--- config.mk ---
export PLATFORM = sky130hd
export DESIGN_NAME = mc_macrocell
export DESIGN_NICKNAME = d
export VERILOG_FILES = /design/src/rtl/mc_pkg.sv /design/src/rtl/mc_sum_steer.sv /design/src/rtl/mc_clk_qual.sv /design/src/rtl/mc_flop.sv /design/src/rtl/mc_macrocell.sv
export SDC_FILE = /design/constraint.sdc
export NUM_CORES = 1
export LEC_CHECK = 0
export ABC_CLOCK_PERIOD_IN_PS = 1300
export BUFFER_PORTS_ARGS = -buffer_cell sky130_fd_sc_hd__buf_4
export CORE_MARGIN = 2
export CORE_UTILIZATION = 32
export DETAILED_ROUTE_END_ITERATION = 10
export PLACE_DENSITY = 0.74
export SLEW_MARGIN = 40
export SYNTH_ARGS = -nofsm -noshare
export SYNTH_HDL_FRONTEND = slang
export SYNTH_HIERARCHICAL = 1
export SYNTH_SLANG_ARGS = --single-unit
--- constraint.sdc ---
create_clock -name clk -period 1.3 [get_ports clk]
set_input_delay 0.065 -clock clk [delete_from_list [all_inputs] [get_ports clk]]
set_output_delay 0.065 -clock clk [all_outputs]
set_load 0.03 [all_outputs]
--- src/rtl/mc_pkg.sv ---
package mc_pkg;
  localparam int NUM_SUMS = 3;
  localparam int FB_W = 6;

  typedef enum logic [1:0] {
    SPLIT_8_4   = 2'b00,
    SPLIT_ALT   = 2'b01,
    SPLIT_12_4  = 2'b10,
    SPLIT_8_BYP = 2'b11
  } split_e;
endpackage

--- src/rtl/mc_sum_steer.sv ---
module mc_sum_steer
  import mc_pkg::*;
#(
  parameter int TERMS_PER_SUM = 4,
  localparam int N_PT = NUM_SUMS * TERMS_PER_SUM
) (
  input  logic [N_PT-1:0] pt,
  input  logic            comb,
  input  logic [1:0]      split,
  output logic            dt1,
  output logic            dt2,
  output logic            comb_val,
  output logic            fb_bypass
);
  logic [NUM_SUMS-1:0] grp;
  split_e sp;

  for (genvar g = 0; g < NUM_SUMS; g++) begin : g_sum
    assign grp[g] = |pt[g*TERMS_PER_SUM +: TERMS_PER_SUM];
  end

  assign sp = split_e'(split);

  always_comb begin
    dt2       = grp[2];
    fb_bypass = (sp == SPLIT_8_BYP);
    comb_val  = grp[0] | grp[1];
    dt1       = grp[0] | grp[1];
    if (comb) begin
      dt1 = grp[1];
      case (sp)
        SPLIT_ALT:  comb_val = grp[0];
        SPLIT_12_4: comb_val = |grp;
        default:    comb_val = grp[0] | grp[1];
      endcase
    end else begin
      comb_val = 1'b0;
      if (sp == SPLIT_12_4) dt1 = |grp;
    end
  end
endmodule

--- src/rtl/mc_clk_qual.sv ---
module mc_clk_qual (
  input  logic clk,
  input  logic rst,
  input  logic pt_clk,
  input  logic pin_clk,
  input  logic use_pin,
  output logic fire
);
  logic qual;
  logic qual_d;

  assign qual = use_pin ? (pt_clk & pin_clk) : pt_clk;
  assign fire = qual & ~qual_d;

  always_ff @(posedge clk) begin
    if (rst) qual_d <= 1'b0;
    else     qual_d <= qual;
  end
endmodule

--- src/rtl/mc_flop.sv ---
module mc_flop (
  input  logic clk,
  input  logic rst,
  input  logic clr,
  input  logic fire,
  input  logic preset,
  input  logic t_mode,
  input  logic din,
  output logic q
);
  always_ff @(posedge clk) begin
    if (rst)       q <= 1'b0;
    else if (clr)  q <= 1'b0;
    else if (fire) begin
      if (preset)      q <= 1'b1;
      else if (t_mode) q <= q ^ din;
      else             q <= din;
    end
  end
endmodule

--- src/rtl/mc_macrocell.sv ---
module mc_macrocell
  import mc_pkg::*;
#(
  parameter int TERMS_PER_SUM = 4,
  localparam int N_PT = NUM_SUMS * TERMS_PER_SUM
) (
  input  logic            clk,
  input  logic            rst,
  input  logic [N_PT-1:0] pt_sum,
  input  logic            pt_clr1,
  input  logic            pt_clk1,
  input  logic            pt_clk2,
  input  logic            pt_clr2,
  input  logic            pt_oe,
  input  logic            pin_clk,
  input  logic            grp_preset,
  input  logic            pin_in,
  input  logic            cfg_comb,
  input  logic [1:0]      cfg_split,
  input  logic            cfg_pol_high,
  input  logic            cfg_t1,
  input  logic            cfg_t2,
  input  logic            cfg_pinclk1,
  input  logic            cfg_pinclk2,
  output logic            pin_out,
  output logic            pin_oe,
  output logic [FB_W-1:0] fb_bus
);
  localparam int N_REG = 2;

  logic dt1, dt2, comb_val, fb_bypass;
  logic [N_REG-1:0] ck_v, clr_v, pinsel_v, t_v, d_v, fire_v, q_v;
  logic q1, q2, f2, pin_sel;

  mc_sum_steer #(.TERMS_PER_SUM(TERMS_PER_SUM)) u_steer (
    .pt        (pt_sum),
    .comb      (cfg_comb),
    .split     (cfg_split),
    .dt1       (dt1),
    .dt2       (dt2),
    .comb_val  (comb_val),
    .fb_bypass (fb_bypass)
  );

  assign ck_v     = {pt_clk2, pt_clk1};
  assign clr_v    = {pt_clr2, pt_clr1};
  assign pinsel_v = {cfg_pinclk2, cfg_pinclk1};
  assign t_v      = {cfg_t2, cfg_t1};
  assign d_v      = {dt2, dt1};

  for (genvar i = 0; i < N_REG; i++) begin : g_reg
    mc_clk_qual u_qual (
      .clk     (clk),
      .rst     (rst),
      .pt_clk  (ck_v[i]),
      .pin_clk (pin_clk),
      .use_pin (pinsel_v[i]),
      .fire    (fire_v[i])
    );
    mc_flop u_flop (
      .clk    (clk),
      .rst    (rst),
      .clr    (clr_v[i]),
      .fire   (fire_v[i]),
      .preset (grp_preset),
      .t_mode (t_v[i]),
      .din    (d_v[i]),
      .q      (q_v[i])
    );
  end

  assign q1      = q_v[0];
  assign q2      = q_v[1];
  assign f2      = fb_bypass ? dt2 : q2;
  assign pin_sel = cfg_comb ? comb_val : q1;
  assign pin_out = cfg_pol_high ? pin_sel : ~pin_sel;
  assign pin_oe  = pt_oe;
  assign fb_bus  = {f2, ~f2, q1, ~q1, pin_in, ~pin_in};
endmodule

Word-level counts from Yosys, hierarchy flattened
Index checks and enable logic that the tools add are counted.

storage, ports and cells
  word-level logic and storage cells = 38
  bits in registers = 4
  input bits = 30

cells by class
  reduce and logical (&&, ||, !) cells = 6
  bitwise logic cells = 13
  equal/unequal tests = 3
  muxes and demuxes = 12

operators by type and width
  kind                                                                   count
  12-bit OR reduction                                                    1
  4-bit OR reduction                                                     3
  1-bit 2-to-1 mux                                                       11
  1-bit NOT                                                              6
  1-bit AND                                                              4
  2-bit equality test, second input constant                             2
  2-bit OR reduction                                                     2
  2-bit by 1-bit equality test with 1-bit output, second input constant  1
  1-bit one-hot mux with 2 select lines                                  1
  1-bit bitwise XOR                                                      2
  1-bit bitwise OR                                                       1

Longest topological paths before layout
  depth after elaboration = 7
  depth in mapped cells = 7

Cells and area by module
Netlist, hierarchy kept.

modules (own cells, without submodules)
  module        cells each  seq. area each (um2)  area each (um2)  times used
  mc_clk_qual   4           20.0                  58.8             2
  mc_flop       8           20.0                  58.8             2
  mc_sum_steer  15          0.0                   117.6            1
  mc_macrocell  10          0.0                   70.1             1

Least setup slack after synthesis
OpenSTA, ideal clock, no wires.

  path type = input to output
  start = in pt_sum[9]
  end = out pin_out
  data arrival time = 1573 ps
  cell stages on the path = 5
  data required time = 1235 ps
  path slack = -338 ps
  cells stage by stage = or4_4 a211oi_2 nor3_1 mux2i_1 xor2_1

between the ends
  cells in the longest elaborated chain, start to end = 5

RTL lines
  element                                    line                source
  from (decl)                                mc_macrocell.sv:9   input logic [N_PT-1:0] pt_sum,
  12-bit OR reduction (*)                    mc_sum_steer.sv:33  SPLIT_12_4: comb_val = |grp;
  1-bit one-hot mux with 2 select lines (*)  mc_sum_steer.sv:31  case (sp)
  via comb_val                               mc_macrocell.sv:31  logic dt1, dt2, comb_val, fb_bypass;
  1-bit 2-to-1 mux (*)                       mc_macrocell.sv:75  assign pin_sel = cfg_comb ? comb_val : q1;
  1-bit NOT                                  mc_macrocell.sv:76  assign pin_out = cfg_pol_high ? pin_sel : ~pin_sel;
  1-bit 2-to-1 mux (*)                       mc_macrocell.sv:76
  to (decl)                                  mc_macrocell.sv:25  output logic pin_out,

Mark *: on every way through the listed nets, which the timed path passes. The rest lies on a longest branch.

Worst setup path in the final report
  start = in pt_sum[10]
  end = out pin_out

Same word-level chain as after synthesis.

==> flow_summary.toml <==
[status]
status = "finished with violations"
violations = "negative setup slack"

[power_and_ir_drop]
clockPowerShare = 0.312
switchingPower_mw = 0.1518
p_int_mw = 0.3564
seq_power_share = 0.264
p_sw_frac = 0.2988
vdd_drop_max_mv = 0.1976
p_leak_nw = 0.3786
combPwrFrac = 0.424
pwr_density_cell_nw_per_um2 = 659.3

[sta]
hold_violations = 0
whs_ps = 39.36
rsz0062_at_grt = "true"
setup_slack_ps = -303.9
slew_viol_final = 0
fin_crit_ps = 1604
setup_viol = 4
timing.fmax_mhz = 623.5
max-slew-margin-rel = 0.8147
skew_ps = 0.1031
fin_crit_sh = 1.234
tightest_slew_ps = 275.6

[clock_tree]
cts_tree = "built"
cts.hold.buffers_added = 0
root_buffer = "clkbuf_4"
numCtsBuffers = 3
clock_latency_ps = 240
numClockSinks = 4
cts_buffer_depth = 2
clk_pin_slew_ps = 40
h-tree-depth = 1

[hold_path]
min-delay-start = "rst"
hold_path.class = "in2reg"
hold_depth = 2

[place]
post-place-ws_ps = -304.7
place_area_um2 = 696.9
dp_hpwl_um = 805.5
portBuffers = 35
globalplace.congestion = 0.5988
place_inst = 96

[grt]
antenna_found_initial = 0
overflow = 0
grt_pass1_vias = 367
grt_max_degree = 6
grt_usage = 0.1219
grt_pass1_wl_mm = 1.359

[floorplan]
num_rows = 13
coreArea_um2 = 1269
num_io_pins = 38
die_x_um = 40.36
die_y_um = 40.36
start_util = 0.3333
die-area_um2 = 1629

[worst_setup_path]
r2r-start = "g_reg[0].u_qual/qual_d"
r2r_slack_ps = 360
critPathArrivalTime_ps = 1540
crit_type = "in2out"
cp-startpoint = "pt_sum[10]"
cp-end-kind = "output port"
cp_max_fo = 2
ff2ff_path_depth = 4
required_ps = 1240
crit_path_start_kind = "input port"

[layout]
multi_input_area_um2 = 315.3
final_area_um2 = 770.7
fin_util = 0.6075
finalNonFillerCells = 100
insertedDiodeCount = 0
final_common_cell = "buf_4"
final-seq-area_um2 = 80.08
layout_common_cells = "buf_4 (30), inv_1 (8), buf_6 (7)"
fillers = 111
drive_gt1_frac = 0.6706
nets = 120
area_growth_pct = 82.25

[yosys]
yosysTopAreaCell = "dfxtp_1"
yosys-top-cells-area = "dfxtp_1 (19%), nor3b_2 (12%), ha_1 (8.9%)"
yosysSeqAreaShare = 0.1893
synth_cell_type_count = 21
ys_ff_latch = 4
ys_warn_count = 6
yosysTopAreaCellShare = 0.1893
syn_inst = 49
syn_area_um2 = 422.9
syn-mean-instance-area_um2 = 8.631
synth_nets = 82

[detailed_routing]
drt.antenna.violating_nets = 0
route.vias.total = 471
wl_per_cell_um = 10.29
dr.pass1.iters = 3
viasPerCell = 4.710
drc = 0
routed_wl_mm = 1.029
drt_iter0_markers = 9

[flow_run]
cap_violations = 0
critical path: stages:
cell	delay [ps]
buf_6	90
or4_4	540
a211oi_2	260
nor3_2	60
mux2i_2	220
xor2_2	160
buf_6	150
metrics by stage:
| stage | power (mW) | setup TNS, ps |
|---|---|---|
| 2_1_floorplan | 0.2412 | -310.3 |
| 3_3_place_gp | 0.3297 | -508.2 |
| 3_5_place_dp | 0.3334 | -561.6 |
| 4_1_cts | 0.5117 | -489.3 |
| 5_1_grt | 0.5413 | -755.5 |
| 6_report | 0.5082 | -571.5 |
path summary, 6_finish.rpt:
check                      endpoint
min reg2reg       g_reg[1].u_flop/q
max reg2reg       g_reg[0].u_flop/q
max                         pin_out
min          g_reg[1].u_qual/qual_d
routing by layer:
metal  routed length, um  global-route usage
met1                 382              0.1358
met2                 545              0.2222
met3                 101            0.005556
met4                   0             0.07500
met5                   0                   0
layout make-up:
class | instances | area share
inverter | 8 | 0.03896
multi-input combinational | 33 | 0.4091
clock buffer | 3 | 0.02922
tap | 15 | 0.02435
sequential | 4 | 0.1039
timing repair buffer | 37 | 0.3945
synthesized netlist by cell type:
cell type / n
nand3_1: 2
o21bai_1: 1
a31oi_1: 2
or4_1: 2
a211oi_2: 1
a21oi_1: 1
xor2_1: 1
mux2i_1: 2
o31ai_1: 1
o21ai_1: 2
buf_4: 4
o21ai_0: 2
nor2_2: 2
nor2b_4: 2
dfxtp_1: 4
nor3_1: 2
o21a_1: 2
or4_4: 1
ha_1: 3
nor3b_2: 4
inv_1: 8
sequential cells by signal, indices dropped and copies added (netlist names):
signal / count
g.u_qual/qual_d: 2
g.u_flop/q: 2
cell families (layout without fill, tap and decap cells):
| family | count (synthesis) | after routing | synth area share |
|---|---|---|---|
| XOR/XNOR | 1 | 1 | 0.02071 |
| multiplexers | 2 | 2 | 0.04734 |
| AND/OR/NAND/NOR | 15 | 15 | 0.3225 |
| adder cells (fa/ha/maj) | 3 | 3 | 0.08877 |
| buffers and inverters | 12 | 48 | 0.1420 |
| flip-flops | 4 | 4 | 0.1894 |
| AO/OA/AOI/OAI | 12 | 12 | 0.1893 |
power by group through the flow:
stage                     clock network (mW)  logic [mW]  registers, mW
after floorplan                            0       0.106          0.135
after global placement                     0       0.194          0.136
after detailed placement                   0       0.197          0.136
after CTS                              0.168       0.210          0.134
after global routing                   0.175       0.231          0.135
final                                  0.158       0.215          0.134
repair_timing:
item | CTS | global route
endpoints found under the setup margin | 3 | 4
resized for setup | 7 | 4
buffers inserted | 1 | 0
pin swaps | 5 | 4
hold endpoints to repair | 0 | 0
Note: power is estimated with default switching activity, not from simulation.
